--- config.mk ---
export PLATFORM = sky130hd
export DESIGN_NAME = tile_pg_ctrl
export DESIGN_NICKNAME = d
export VERILOG_FILES = /design/src/rtl/pg_pkg.sv /design/src/rtl/pg_hs_chan.sv /design/src/rtl/pg_seq.sv /design/src/rtl/tile_pg_ctrl.sv
export SDC_FILE = /design/constraint.sdc
export NUM_CORES = 1
export LEC_CHECK = 0
export BUFFER_PORTS_ARGS = -buffer_cell sky130_fd_sc_hd__clkbuf_2
export CAP_MARGIN = 20
export CORE_ASPECT_RATIO = 1.5
export CORE_MARGIN = 5
export CORE_UTILIZATION = 56
export CTS_BUF_LIST = sky130_fd_sc_hd__clkbuf_4 sky130_fd_sc_hd__clkbuf_8 sky130_fd_sc_hd__clkbuf_16
export CTS_CLUSTER_DIAMETER = 150
export DETAILED_ROUTE_END_ITERATION = 6
export MAX_ROUTING_LAYER = met4
export PLACE_DENSITY_LB_ADDON = 0.15
export SYNTH_ARGS = -nofsm -noshare
export SYNTH_HDL_FRONTEND = slang
export SYNTH_HIERARCHICAL = 1
export SYNTH_SLANG_ARGS = --single-unit
--- constraint.sdc ---
create_clock -name clk -period 3.4 [get_ports clk]
set_input_delay 1.02 -clock clk [delete_from_list [all_inputs] [get_ports clk]]
set_output_delay 1.02 -clock clk [all_outputs]
set_load 0.005 [all_outputs]
--- src/rtl/pg_pkg.sv ---
package pg_pkg;
  localparam int REG_W = 32;

  // register byte offsets
  localparam logic [7:0] OFS_PREP   = 8'h00;
  localparam logic [7:0] OFS_GATE   = 8'h04;
  localparam logic [7:0] OFS_PC_LO  = 8'h10;
  localparam logic [7:0] OFS_PC_HI  = 8'h14;
  localparam logic [7:0] OFS_WMASK  = 8'h20;

  // handshake bit positions shared by the channels
  localparam int B_ENA_REQ = 31;
  localparam int B_ENA_ACK = 30;
  localparam int B_DIS_REQ = 29;
  localparam int B_DIS_ACK = 28;
  localparam int B_ABORT   = 2;
  localparam int B_WARM    = 1;

  localparam int PREP_ERR_W = 5;
  localparam int GATE_ERR_W = 4;

  typedef enum logic [2:0] {
    S_RUN, S_ISO, S_GATED, S_UNGATE, S_RESTORE
  } seq_t;
endpackage

--- src/rtl/pg_hs_chan.sv ---
module pg_hs_chan #(
  parameter int ERR_W   = 4,
  parameter int ACK_DLY = 4
) (
  input  logic             clk,
  input  logic             rst,
  input  logic             wr_ena,
  input  logic             wr_dis,
  input  logic             clr,
  input  logic [ERR_W-1:0] err_in,
  input  logic             wake_in,
  output logic             ena_req,
  output logic             ena_ack,
  output logic             dis_req,
  output logic             dis_ack,
  output logic [ERR_W-1:0] err,
  output logic             abort
);
  localparam int CNT_W = $clog2(ACK_DLY + 1);
  localparam logic [CNT_W-1:0] CNT_LOAD = CNT_W'(ACK_DLY);

  logic [CNT_W-1:0] cnt;
  logic             pend;

  assign pend = (ena_req & ~ena_ack) | (dis_req & ~dis_ack);

  always_ff @(posedge clk) begin
    if (rst) begin
      ena_req <= 1'b0; ena_ack <= 1'b0;
      dis_req <= 1'b0; dis_ack <= 1'b0;
      err     <= '0;   abort   <= 1'b0;
      cnt     <= '0;
    end else if (clr) begin
      ena_req <= 1'b0; ena_ack <= 1'b0;
      dis_req <= 1'b0; dis_ack <= 1'b0;
      cnt     <= '0;
    end else if (wr_dis) begin
      dis_req <= 1'b1; dis_ack <= 1'b0;
      ena_req <= 1'b0; ena_ack <= 1'b0;
      cnt     <= CNT_LOAD;
    end else if (wr_ena) begin
      ena_req <= 1'b1; ena_ack <= 1'b0;
      dis_req <= 1'b0; dis_ack <= 1'b0;
      err     <= '0;   abort   <= 1'b0;
      cnt     <= CNT_LOAD;
    end else begin
      if (pend) begin
        if (cnt == CNT_W'(1)) begin
          if (ena_req) ena_ack <= 1'b1;
          if (dis_req) dis_ack <= 1'b1;
        end
        cnt <= cnt - CNT_W'(1);
      end
      if (ena_req) begin
        err <= err | err_in;
        if (!ena_ack && wake_in) abort <= 1'b1;
      end
    end
  end
endmodule

--- src/rtl/pg_seq.sv ---
module pg_seq import pg_pkg::*; #(
  parameter int PC_W = 64
) (
  input  logic            clk,
  input  logic            rst,
  input  logic            go,
  input  logic            wake,
  input  logic [PC_W-1:0] pc_in,
  output logic            pwr_gate,
  output logic            iso_en,
  output logic            warm_rst,
  output logic [PC_W-1:0] resume_pc,
  output logic            idle,
  output logic            wake_done
);
  seq_t st, nxt;

  always_comb begin
    nxt = st;
    case (st)
      S_RUN:     if (go) nxt = S_ISO;
      S_ISO:     nxt = S_GATED;
      S_GATED:   if (wake) nxt = S_UNGATE;
      S_UNGATE:  nxt = S_RESTORE;
      S_RESTORE: nxt = S_RUN;
      default:   nxt = S_RUN;
    endcase
  end

  always_ff @(posedge clk) begin
    if (rst) begin
      st        <= S_RUN;
      pwr_gate  <= 1'b0;
      iso_en    <= 1'b0;
      warm_rst  <= 1'b0;
      resume_pc <= '0;
    end else begin
      st       <= nxt;
      pwr_gate <= (nxt == S_GATED);
      iso_en   <= (nxt == S_ISO) || (nxt == S_GATED) || (nxt == S_UNGATE);
      warm_rst <= (nxt == S_RESTORE);
      if (nxt == S_RESTORE) resume_pc <= pc_in;
    end
  end

  assign idle      = (st == S_RUN);
  assign wake_done = (st == S_RESTORE);
endmodule

--- src/rtl/tile_pg_ctrl.sv ---
module tile_pg_ctrl import pg_pkg::*; #(
  parameter int ADDR_W  = 8,
  parameter int ACK_DLY = 4
) (
  input  logic              clk,
  input  logic              rst,
  input  logic [ADDR_W-1:0] bus_addr,
  input  logic              bus_wr,
  input  logic              bus_rd,
  input  logic [31:0]       bus_wdata,
  output logic [31:0]       bus_rdata,
  output logic              bus_ready,
  input  logic              core_cease,
  input  logic              wake_sw,
  input  logic              wake_ext,
  input  logic              pmc_deny,
  input  logic              pmc_ena_err,
  input  logic              pmc_bus_err,
  input  logic              flush_busy,
  input  logic              mast_busy,
  output logic              pwr_gate,
  output logic              iso_en,
  output logic              warm_rst,
  output logic [63:0]       resume_pc
);
  localparam int PC_W  = 2 * REG_W;
  localparam int CNT_W = $clog2(ACK_DLY + 1);

  logic sel_prep, sel_gate, sel_lo, sel_hi, sel_wm;
  assign sel_prep = bus_addr == ADDR_W'(OFS_PREP);
  assign sel_gate = bus_addr == ADDR_W'(OFS_GATE);
  assign sel_lo   = bus_addr == ADDR_W'(OFS_PC_LO);
  assign sel_hi   = bus_addr == ADDR_W'(OFS_PC_HI);
  assign sel_wm   = bus_addr == ADDR_W'(OFS_WMASK);

  logic seq_idle, wake_done, wake_raw, wake_en, go;
  logic [1:0] wmask;
  logic wm_req, wm_ack;
  logic [CNT_W-1:0] wm_cnt;
  logic [REG_W-1:0] pc_lo, pc_hi;
  logic warm_q;

  logic prep_ena_req, prep_ena_ack, prep_dis_req, prep_dis_ack, prep_abort;
  logic gate_ena_req, gate_ena_ack, gate_dis_req, gate_dis_ack, gate_abort;
  logic [PREP_ERR_W-1:0] prep_err, prep_err_in;
  logic [GATE_ERR_W-1:0] gate_err, gate_err_in;

  assign wake_raw = wake_sw | wake_ext;
  assign wake_en  = (wake_sw & wmask[0]) | (wake_ext & wmask[1]);

  // cause order: flush, enable error, deny, bus error, wake
  assign prep_err_in = {flush_busy, pmc_ena_err, pmc_deny, pmc_bus_err, wake_raw}
                       & {PREP_ERR_W{seq_idle}};
  assign gate_err_in = {pmc_ena_err, pmc_deny, pmc_bus_err, mast_busy}
                       & {GATE_ERR_W{seq_idle}};

  pg_hs_chan #(.ERR_W(PREP_ERR_W), .ACK_DLY(ACK_DLY)) prep_i (
    .clk(clk), .rst(rst),
    .wr_ena(bus_wr & sel_prep & bus_wdata[B_ENA_REQ]),
    .wr_dis(bus_wr & sel_prep & bus_wdata[B_DIS_REQ]),
    .clr(wake_done), .err_in(prep_err_in), .wake_in(wake_raw & seq_idle),
    .ena_req(prep_ena_req), .ena_ack(prep_ena_ack),
    .dis_req(prep_dis_req), .dis_ack(prep_dis_ack),
    .err(prep_err), .abort(prep_abort));

  pg_hs_chan #(.ERR_W(GATE_ERR_W), .ACK_DLY(ACK_DLY)) gate_i (
    .clk(clk), .rst(rst),
    .wr_ena(bus_wr & sel_gate & bus_wdata[B_ENA_REQ]),
    .wr_dis(bus_wr & sel_gate & bus_wdata[B_DIS_REQ]),
    .clr(wake_done), .err_in(gate_err_in), .wake_in(1'b0),
    .ena_req(gate_ena_req), .ena_ack(gate_ena_ack),
    .dis_req(gate_dis_req), .dis_ack(gate_dis_ack),
    .err(gate_err), .abort(gate_abort));

  assign go = prep_ena_ack & gate_ena_ack & ~(|prep_err) & ~(|gate_err)
              & ~prep_abort & ~gate_abort & core_cease;

  pg_seq #(.PC_W(PC_W)) seq_i (
    .clk(clk), .rst(rst), .go(go), .wake(wake_en), .pc_in({pc_hi, pc_lo}),
    .pwr_gate(pwr_gate), .iso_en(iso_en), .warm_rst(warm_rst),
    .resume_pc(resume_pc), .idle(seq_idle), .wake_done(wake_done));

  always_ff @(posedge clk) begin
    if (rst) begin
      pc_lo  <= '0; pc_hi <= '0;
      wmask  <= 2'b11; wm_req <= 1'b0; wm_ack <= 1'b0; wm_cnt <= '0;
      warm_q <= 1'b0;
    end else begin
      if (bus_wr && sel_lo) pc_lo <= bus_wdata;
      if (bus_wr && sel_hi) pc_hi <= bus_wdata;
      if (bus_wr && sel_wm) begin
        wm_ack <= 1'b0;
        wm_req <= bus_wdata[B_ENA_REQ];
        if (bus_wdata[B_ENA_REQ]) begin
          wmask  <= bus_wdata[1:0];
          wm_cnt <= CNT_W'(ACK_DLY);
        end
      end else if (wm_req && !wm_ack) begin
        if (wm_cnt == CNT_W'(1)) wm_ack <= 1'b1;
        wm_cnt <= wm_cnt - CNT_W'(1);
      end
      if (wake_done) warm_q <= 1'b1;
      else if (bus_wr && sel_gate && bus_wdata[B_ENA_REQ] && !bus_wdata[B_DIS_REQ])
        warm_q <= 1'b0;
    end
  end

  logic [31:0] rd_mux;
  always_comb begin
    rd_mux = '0;
    if (sel_prep) begin
      rd_mux[31:28] = {prep_ena_req, prep_ena_ack, prep_dis_req, prep_dis_ack};
      rd_mux[18:15] = prep_err[4:1];
      rd_mux[12]    = prep_err[0];
      rd_mux[B_ABORT] = prep_abort & prep_ena_ack;
    end else if (sel_gate) begin
      rd_mux[31:28] = {gate_ena_req, gate_ena_ack, gate_dis_req, gate_dis_ack};
      rd_mux[17:14] = gate_err;
      rd_mux[B_WARM] = warm_q;
    end else if (sel_lo) begin
      rd_mux = pc_lo;
    end else if (sel_hi) begin
      rd_mux = pc_hi;
    end else if (sel_wm) begin
      rd_mux[31:30] = {wm_req, wm_ack};
      rd_mux[1:0]   = wmask;
    end
  end

  always_ff @(posedge clk) begin
    if (rst) begin
      bus_ready <= 1'b0;
      bus_rdata <= '0;
    end else begin
      bus_ready <= bus_rd | bus_wr;
      bus_rdata <= bus_rd ? rd_mux : '0;
    end
  end
endmodule

==> Word level (Yosys, flattened, before mapping) <==
Index checks and enable logic that the tools add are counted.
{ "totals": {"ff_bits": 199, "latch_bits": 0, "ram_bits": 0, "mem_bits_ro": 0, "out_inout_bits": 100, "word_cells": 174, "n_memories": 0} }
{ "op_classes": {"add_sub_neg": 3, "multipliers": 0, "div_mod_pow": 0, "n_lt_le_gt_ge": 0, "n_eq_ne": 16, "shifts": 0, "n_mux": 40, "bitwise_logic": 39, "n_reduce_logical": 45} }
{ "op_table": {"columns": ["cell", "n"], "rows": [
  ["two-way mux 3 bit", 11],
  ["two-way mux 32 bit", 1],
  ["two-way mux 28 bit", 1],
  ["two-way mux 4 bit", 6],
  ["AND 1 bit", 19],
  ["AND reduction 3 bit", 6],
  ["== test 8 x 5 -> 1 bit, second input constant", 2],
  ["OR reduction 4 bit", 4],
  ["== test 3 x 1 -> 1 bit, second input constant", 5],
  ["nonzero test 2 bit", 7],
  ["two-way mux 1 bit", 13],
  ["== test 3 x 2 -> 1 bit, second input constant", 4],
  ["one-hot mux 3 bit (4 select lines)", 1],
  ["two-way mux 11 bit", 1],
  ["inverter 1 bit", 11],
  ["two-way mux 5 bit", 2],
  ["OR reduction 3 bit", 3],
  ["subtractor 3 x 1 -> 3 bit, second input constant", 3],
  ["== test 8 x 3 -> 1 bit, second input constant", 1],
  ["== test 8 x 6 -> 1 bit, second input constant", 1],
  ["logical AND 1 bit", 8],
  ["zero test 8 bit", 1],
  ["two-way mux 2 bit", 4],
  ["== test 3 bit, second input constant", 2],
  ["14 further kinds", 26]
]} }

==> Logic depth before layout (Yosys ltp) <==
Gate-level depths: netlist of run 1.
{ "logic_depth": {"depth_word": 11, "ltp_mapped": 9, "mapped_depth_nobuf": 6} }

==> By module <==
Netlist of run 1, hierarchy kept.
{ "by_module_without_submodules": {"columns": ["module", "n_inst", "cells_per_inst", "area_per_inst_um2", "seq_area_each_um2"], "rows": [
  ["tile_pg_ctrl", 1, 470, 4247.8, 2102.0],
  ["pg_seq", 1, 302, 3184.3, 1401.3],
  ["pg_hs_chan at prep_i", 1, 59, 555.5, 260.2],
  ["pg_hs_chan at gate_i", 1, 56, 526.8, 240.2]
]} }

==> Worst setup path before layout of run 1 <==
Ideal clock, no wire load.
{ "synth_timing": {"kind": "input to register", "from": "input bus_addr[5]", "to": "register, netlist name gate_i/abort", "setup_time_ps": 65, "arrival_ps": 2746, "slack_ps": 589, "path_stages": 8, "cell_sequence": "buf_6 or4_1 clkbuf_1 nor2_1 and4_1 nor2_2 a21o_1 nor2_1"} }
{ "synth_rtl": {"columns": ["element", "line_no", "source"], "rows": [
  ["from (decl)", "tile_pg_ctrl.sv:7", "input logic [ADDR_W-1:0] bus_addr,"]
]} }

==> Final worst setup path of run 1 <==
{ "layout_timing": {"from": "input bus_addr[1]", "to": "register prep_i.abort"} }
{ "layout_between": {"elab_chain_len": 5} }
{ "layout_lines": {"columns": ["element", "line_no", "source"], "rows": [
  ["zero test 8 bit (*)", "tile_pg_ctrl.sv:30", "assign sel_prep = bus_addr == ADDR_W'(OFS_PREP);"],
  ["AND 1 bit (*)", "tile_pg_ctrl.sv:59, tile_pg_ctrl.sv:60", null],
  ["AND 1 bit (on tied branches)", "tile_pg_ctrl.sv:59, tile_pg_ctrl.sv:60", null],
  ["nonzero test 2 bit (no line) / inverter 1 bit (equally long branches)", null, null],
  ["AND reduction 4 bit (no line)", null, null],
  ["to (signal assigned)", "pg_hs_chan.sv:31", "err <= '0; abort <= 1'b0;"],
  ["to (signal assigned)", "pg_hs_chan.sv:44", "err <= '0; abort <= 1'b0;"],
  ["to (signal assigned)", "pg_hs_chan.sv:56", "if (!ena_ack && wake_in) abort <= 1'b1;"],
  ["to (decl)", "pg_hs_chan.sv:17", "output logic abort"]
]} }
Every way passes the cells marked *; elsewhere a longest branch is shown, timed or not.
A chain may end at the register's enable or synchronous reset.

==> qor.csv, run 1 <==
stage,metric,value,unit
cells_and_area,end-of-flow core utilization,65.5,%
placed_design,dpl hpwl,13800,um
floorplanning,initial core utilization,56.8,%
grt,largest net degree at the start of global routing,216,
min_path,Hold Path Stages,2,
yosys,mux cell area share after synthesis,13.3,%
sta,max-slew violations,0,
setup_path,stages on the worst setup path,7,
grt,vias in the first global route,6447,
min_path,hold endpoint,seq_i/resume_pc[26]$_SDFFE_PP0P_,
drt,drt pass-1 iters,7,
yosys,xor/xnor share of the synthesized area,0.103,%
min_path,hold_sp,seq_i/resume_pc[26]$_SDFFE_PP0P_,
clock_tree,worst skew pair latency,0.43,ns
clock_tree,clk sinks,200,
placed_design,Setup WS pre-CTS,0.420,ns
drt,WL/cell,16.5,um
setup_path,Crit-path slowest cell,or3_1,
drt,DR vias,6577,
pwr,total power,4.50,mW
grt,Total GRT Usage,23.4,%
sta,total negative setup slack,0,ns
pwr,pwr/cell area,458,mW/mm^2
pwr,P_int,3.42,mW
yosys,Post-synth EDFFs,0,
yosys,top_reg_cell synth,dfxtp_1,
cells_and_area,design area,0.00983,mm^2
yosys,Syn Area/Cell,9.60,um^2
drt,Iteration-0 DRC Markers,408,
yosys,"Distinct cells, synth",61,
yosys,Synth Net Count,945,
floorplanning,DIE WIDTH,111,um
pwr,VDD IR max,0.363,mV
sta,final period utilization,76.9,%
yosys,synth top area cells,"dfxtp_1 (47%), mux2i_1 (13%), nand2b_1 (9.8%)",
clock_tree,Post-CTS Repair Setup Buffers,0,
yosys,post-synthesis async set-or-reset flop share,0,%
setup_path,worst stage delay on the critical path,0.54,ns
setup_path,Startpoint Class,input pin,
floorplanning,total die area,0.0178,mm^2
drt,vias per inst,5.36,
floorplanning,row count,55,
clock_tree,clock slew at reported path FFs,0.08,ns
sta,final hold slack,0.474,ns
sta,Final min period,2.61,ns
pwr,clock share of power,44.3,%
cells_and_area,layout cells sized above 1,21.2,%
yosys,"area leader, netlist",dfxtp_1,
clock_tree,clk buf depth,2,
yosys,Adder-Cell Fraction of Synth Area,0.882,%
sta,clk_skew,0.0134,ns
placed_design,Placement Cell Area,0.00924,mm^2
pwr,Reg power frac,52.1,%
sta,Finish-stage setup viols,0,
yosys,Synth Area in Compound Gates,9.21,%
setup_path,RR Endpoint,seq_i/resume_pc[37]$_SDFFE_PP0P_,
cells_and_area,area delta synth->final,15.4,%
setup_path,critical path class,in2reg,
setup_path,"reg-to-reg slack, setup",1.62,ns
setup_path,Most Frequent Cell on Critical Path,nor2_1,
pwr,switch share,24.1,%
yosys,Netlist Area Pre-Place,0.00851,mm^2
pwr,Leak Pwr,3.60,nW
yosys,Post-Synthesis Cells,887,
grt,"Remaining Overflow, GRT",0,
floorplanning,Vert. Die Dim,161,um
min_path,worst min-delay path class,reg2reg,
setup_path,CP Buf/Inv Count,1,
floorplanning,# IOs,152,
yosys,Yosys warnings,6,
cells_and_area,Diodes inserted,0,
sta,Worst-Margin Slew,0.804,ns
setup_path,"delay-heaviest family, CP",simple AND/OR/NAND/NOR gates,
setup_path,Reg2Reg Depth,3,
yosys,largest family of logic cells by synthesized area,simple AND/OR/NAND/NOR gates,
placed_design,Cells after DPL,1194,
drt,WL final,20300,um
sta,FMAX,0.382,GHz
clock_tree,CTS tree,done,
setup_path,crit path cell chain,clkbuf_2 > or3_1 > nor2_1 > and3_1 > or2_1 > a41oi_2 > nor2_1,
setup_path,worst-path maximum fanout,7,
floorplanning,core box area,0.0150,mm^2
clock_tree,# resized after CTS,0,
sta,setup slack after layout,0.786,ns
clock_tree,H-tree levels,4,
clock_tree,CTS root buf,clkbuf_16,
yosys,synthesized flop and latch total,200,
cells_and_area,Final nets,1072,
sta,RSZ-0062 raised after global routing,false,
sta,relative max-transition margin,46.4,%
pwr,combinational group share of total power,3.7,%
clock_tree,cts hold-fix bufs,0,
drt,drc violations,0,
grt,antenna violations before repair,0,
yosys,Yosys top cell area share,47.0,%
cells_and_area,Finished Layout Cells,1226,
outcome,outcome,finished clean,
flow_run,max_cap viols,0,
placed_design,Buffers on Ports,151,
setup_path,critical path data arrival time,2.99,ns
setup_path,Setup crit end kind,register,
setup_path,origin of the critical flop-to-flop path,seq_i/st[1]$_SDFF_PP0_,
yosys,sequential-to-total area share from yosys stat,47.0,%
placed_design,GPL Wtd Cong,0.856,
setup_path,CP required,3.77,ns
grt,first-pass GRT wire length,33300,um
sta,Hold Fails Final Rpt,0,
pwr,Net Sw Power,1.09,mW
clock_tree,Inserted Clock Buffers,17,
drt,Final ANT Viol Nets,0,
yosys,Post-Synth Simple-Gate Area,23.7,%
-- power by group through the flow --
stage	sequential (mW)	combinational, mW	clock [mW]
after detailed placement	2.40	0.165	0
after global placement	2.40	0.166	0
after floorplan	2.40	0.101	0
after global routing	2.34	0.179	2.12
after CTS	2.34	0.165	2.02
final	2.34	0.165	1.99
-- routing by layer --
metal,part of all wire [%],global-route usage [%]
met1,43,28.1
met2,50,39.2
met3,4.1,4.69
met4,2.8,8.52
met5,0,-
-- cell usage after synthesis (5+ instances only) --
| library cell | number |
|---|---|
| buf_2 | 6 |
| a21o_1 | 6 |
| nor4_1 | 5 |
| dfxtp_1 | 200 |
| clkbuf_1 | 29 |
| ha_1 | 6 |
| nor3_1 | 11 |
| and3_1 | 6 |
| buf_12 | 6 |
| nor2_1 | 88 |
| o21ai_0 | 5 |
| nor2b_1 | 7 |
| a31oi_1 | 12 |
| buf_6 | 10 |
| nand2_1 | 83 |
| nand3_1 | 12 |
| nand2b_1 | 133 |
| a21oi_1 | 45 |
| and2_1 | 5 |
| mux2i_1 | 110 |
| inv_1 | 11 |
| a22oi_1 | 19 |
-- area by class of cell --
type	instances	area (um^2)
fill	1328	5170
multi-input combinational	617	4030
sequential	200	4000
timing repair buffer	166	908
clock buffer	18	439
tap	199	249
clock inverter	14	149
inverter	12	45.0
-- layout by cell type (no fill, tap or decap), types with 3 or more instances in the layout --
cell / synthesis / routed
inv_1: 11 / 11
mux2i_1: 110 / 110
and4_1: 4 / 4
inv_8: 0 / 3
buf_12: 6 / 3
nand4_1: 3 / 3
clkinv_8: 0 / 3
a31oi_1: 12 / 12
nor4_1: 5 / 5
nand2_1: 83 / 83
or3_1: 4 / 4
clkbuf_16: 0 / 17
nand2b_1: 133 / 133
a22oi_1: 19 / 19
dfxtp_1: 200 / 200
nand3_1: 12 / 12
inv_6: 0 / 6
nor2_1: 88 / 88
a21o_1: 6 / 6
nor2b_1: 7 / 7
clkbuf_2: 0 / 150
nor3_1: 11 / 11
and3_1: 6 / 6
o21ai_0: 5 / 5
a22o_1: 3 / 3
a21oi_1: 45 / 45
buf_4: 2 / 13
nor3_4: 3 / 3
and2_1: 5 / 5
o22a_1: 4 / 4
ha_1: 6 / 6
a311oi_1: 3 / 3
-- state kept, by name, summed over array words and instances, names as in the netlist, 4 cells and up --
signal	flops
seq_i/resume_pc	64
bus_rdata	32
pc_hi	32
pc_lo	32
prep_i/err	5
gate_i/err	4
-- cell families after synthesis --
family	after synthesis
buffers and inverters	70
and+or+nand+nor	381
adders and majority gates	6
DFF	200
other	1
xor gates and xnor gates	1
AOI/OAI and AO/OA	116
muxes	112
-- worst max-delay path by stage --
stage	start	to	slack, ns
after global routing	bus_addr[1]	prep_i/abort$_SDFFE_PP0P_	0.74
after global placement	bus_addr[1]	gate_i/err[2]$_SDFFE_PP0P_	0.46
after floorplan	bus_addr[5]	gate_i/abort$_SDFFE_PP0P_	0.59
final	bus_addr[1]	prep_i/abort$_SDFFE_PP0P_	0.79
after detailed placement	bus_addr[1]	prep_i/err[2]$_SDFFE_PP0P_	0.42
after CTS	bus_addr[1]	prep_i/abort$_SDFFE_PP0P_	0.86
-- worst register-to-register path, cell delays in order, from the launching register on --
cell,delay (ns)
dfxtp_1,0.53
and3b_4,0.52
buf_12,0.36
mux2i_1,0.30
Note: power is estimated with default switching activity, not from simulation.
==> run 2: changes to the inputs <==
Clock period 3.4 ns to 2.51 ns, I/O delays scaled along.
==> run 2 against run 1 <==
Against the previous run: critical path type unchanged; via count increased by 0.85%; total power rose by 36%; largest cell class unchanged; sequential share of layout area decreased by 0.98 points; final cell count is 2.0% higher; clock-buffer cell count grew 1; clock power is 36% higher; wire length is 0.75% higher; clock skew up 0.0015 ns.
==> qor.csv, run 2 (synthesis gave the netlist of run 1 again) <==
stage,metric,value,unit,change
outcome,outcome,finished clean,,unchanged
setup_path,"delay-heaviest family, CP",simple AND/OR/NAND/NOR gates,,unchanged
floorplanning,row count,55,,unchanged
drt,Final ANT Viol Nets,0,,unchanged
cells_and_area,most frequent cells in the layout,"dfxtp_1 (200), clkbuf_2 (150), nand2b_1 (133)",,unchanged
clock_tree,Post-CTS Repair Setup Buffers,0,,unchanged
grt,largest net degree at the start of global routing,130,,was 216
drt,DR vias,6633,,was 6577
sta,Hold Fails Final Rpt,0,,unchanged
placed_design,GPL Wtd Cong,0.849,,was 0.856
clock_tree,clk buf depth,2,,unchanged
cells_and_area,Largest register FFs,64,,unchanged
floorplanning,total die area,0.0178,mm^2,unchanged
setup_path,worst-path maximum fanout,7,,unchanged
floorplanning,Vert. Die Dim,161,um,unchanged
sta,final period utilization,85.9,%,
setup_path,Startpoint Class,input pin,,unchanged
floorplanning,# IOs,152,,unchanged
setup_path,Crit-path slowest cell,or4_1,,was or3_1
clock_tree,# resized after CTS,0,,unchanged
placed_design,Buffers on Ports,151,,unchanged
floorplanning,initial core utilization,56.8,%,unchanged
cells_and_area,Largest Register,seq_i/resume_pc,,unchanged
clock_tree,CTS root buf,clkbuf_16,,unchanged
flow_run,max_cap viols,0,,unchanged
sta,max-slew violations,0,,unchanged
placed_design,dpl hpwl,14400,um,was 13800 um
floorplanning,DIE WIDTH,111,um,unchanged
cells_and_area,"most common cell after layout, fill and taps aside",dfxtp_1,,unchanged
setup_path,critical path data arrival time,2.52,ns,was 2.99 ns
setup_path,crit path cell chain,clkbuf_2 > or4_1 > nor2_2 > and3_1 > or2_1 > a41oi_2 > nor2_1,,was clkbuf_2 > or3_1 > nor2_1 > and3_1 > or2_1 > a41oi_2 > nor2_1
sta,FMAX,0.464,GHz,
setup_path,worst stage delay on the critical path,0.56,ns,was 0.54 ns
grt,vias in the first global route,6577,,was 6447
clock_tree,cts hold-fix bufs,0,,unchanged
placed_design,Cells after DPL,1218,,was 1194
grt,Total GRT Usage,23.5,%,was 23.4%
sta,final hold slack,0.470,ns,was 0.474 ns
sta,Worst-Margin Slew,0.504,ns,was 0.804 ns
sta,RSZ-0062 raised after global routing,false,,unchanged
sta,Final min period,2.16,ns,
setup_path,CP required,2.87,ns,was 3.77 ns
cells_and_area,layout cells sized above 1,23.1,%,was 21.2%
cells_and_area,Finished Layout Cells,1250,,was 1226
drt,metal2 WL,10700,um,was 10100 um
grt,antenna violations before repair,0,,unchanged
clock_tree,Inserted Clock Buffers,17,,unchanged
min_path,worst min-delay path class,reg2reg,,unchanged
clock_tree,worst skew pair latency,0.42,ns,was 0.43 ns
clock_tree,clock slew at reported path FFs,0.08,ns,about the same
drt,drc violations,0,,unchanged
pwr,VDD IR max,0.405,mV,was 0.363 mV
floorplanning,core box area,0.0150,mm^2,unchanged
sta,clk_skew,0.0149,ns,was 0.0134 ns
drt,drt pass-1 iters,5,,was 7
clock_tree,clk sinks,200,,unchanged
drt,WL/cell,16.3,um,was 16.5 um
grt,first-pass GRT wire length,33300,um,about the same
sta,Finish-stage setup viols,0,,unchanged
drt,Iteration-0 DRC Markers,324,,was 408
drt,Post-Route M1 WL,8580,um,was 8800 um
pwr,Leak Pwr,3.74,nW,was 3.60 nW
grt,"Remaining Overflow, GRT",0,,unchanged
cells_and_area,area delta synth->final,18.3,%,was 15.4%
cells_and_area,Final nets,1096,,was 1072
drt,vias per inst,5.31,,was 5.36
drt,highest routed layer,met4,,unchanged
cells_and_area,Diodes inserted,0,,unchanged
pwr,pwr/cell area,608,mW/mm^2,was 458 mW/mm^2
drt,WL met3,755,um,was 836 um
sta,relative max-transition margin,66.2,%,was 46.4%
drt,WL final,20400,um,was 20300 um
clock_tree,H-tree levels,4,,unchanged
setup_path,"reg-to-reg slack, setup",0.79,ns,was 1.62 ns
pwr,total power,6.12,mW,was 4.50 mW
setup_path,CP Buf/Inv Count,1,,unchanged
setup_path,critical path class,in2reg,,unchanged
clock_tree,CTS tree,done,,unchanged
setup_path,Setup crit end kind,register,,unchanged
==> run 2: cell count changes in the layout (fill, tap and decap cells not counted), moves of 2 or more <==
cell / previous run / this run
buf_12: 3 / 8
buf_4: 13 / 32
clkinv_8: 3 / 0
clkinv_4: 1 / 4
inv_6: 6 / 4
==> run 2: cell type report <==
type                            instances  area (um^2)
Clock buffer                           19          453
Fill cell                            1287         4930
Tap cell                              199          249
Inverter                               12         45.0
Sequential cell                       200         4000
Clock inverter                         13          133
Timing Repair Buffer                  190         1150
Multi-Input combinational cell        617         4040
==> run 2: power by group <==
| group | total, mW | internal (mW) | switching (mW) |
|---|---|---|---|
| clock network | 2.70 | 1.45 | 1.25 |
| registers | 3.18 | 3.17 | 0.00233 |
| logic | 0.243 | 0.108 | 0.135 |
==> run 2: path summary, 6_finish.rpt <==
| path | to | start | cells after the start |
|---|---|---|---|
| worst min-delay path | seq_i/resume_pc[11]$_SDFFE_PP0P_ | seq_i/resume_pc[11]$_SDFFE_PP0P_ | 2 |
| worst max register to register | seq_i/resume_pc[31]$_SDFFE_PP0P_ | seq_i/st[1]$_SDFF_PP0_ | 3 |
| worst min register to register | seq_i/resume_pc[11]$_SDFFE_PP0P_ | seq_i/resume_pc[11]$_SDFFE_PP0P_ | 2 |
| worst max-delay path | prep_i/abort$_SDFFE_PP0P_ | bus_addr[6] | 7 |
==> run 2: through the flow <==
stage          utilization (%)  instance area [um^2]  TNS (ns)  worst slack, ns
2_1_floorplan                -                  8520         0           0.0252
3_3_place_gp              63.2                  9490         0           0.0181
3_5_place_dp              63.2                  9490    -0.177          -0.0418
4_1_cts                   67.1                 10100         0            0.413
5_1_grt                   67.1                 10100         0            0.260
6_report                  67.1                 10100         0            0.353
==> run 2: worst register-to-register path, delay by kind of cell, from the launching register on <==
family | cells | cell delay (ns)
and+or+nand+nor | 1 | 0.56
DFF | 1 | 0.53
buffers and inverters | 1 | 0.31
muxes | 1 | 0.25
==> run 2: per-layer routing <==
layer / GRT usage [%] / up-vias
li1: - / 3319
met1: 27.1 / 3120
met2: 41.1 / 164
met3: 4.16 / 30
met4: 8.29 / 0
met5: - / -
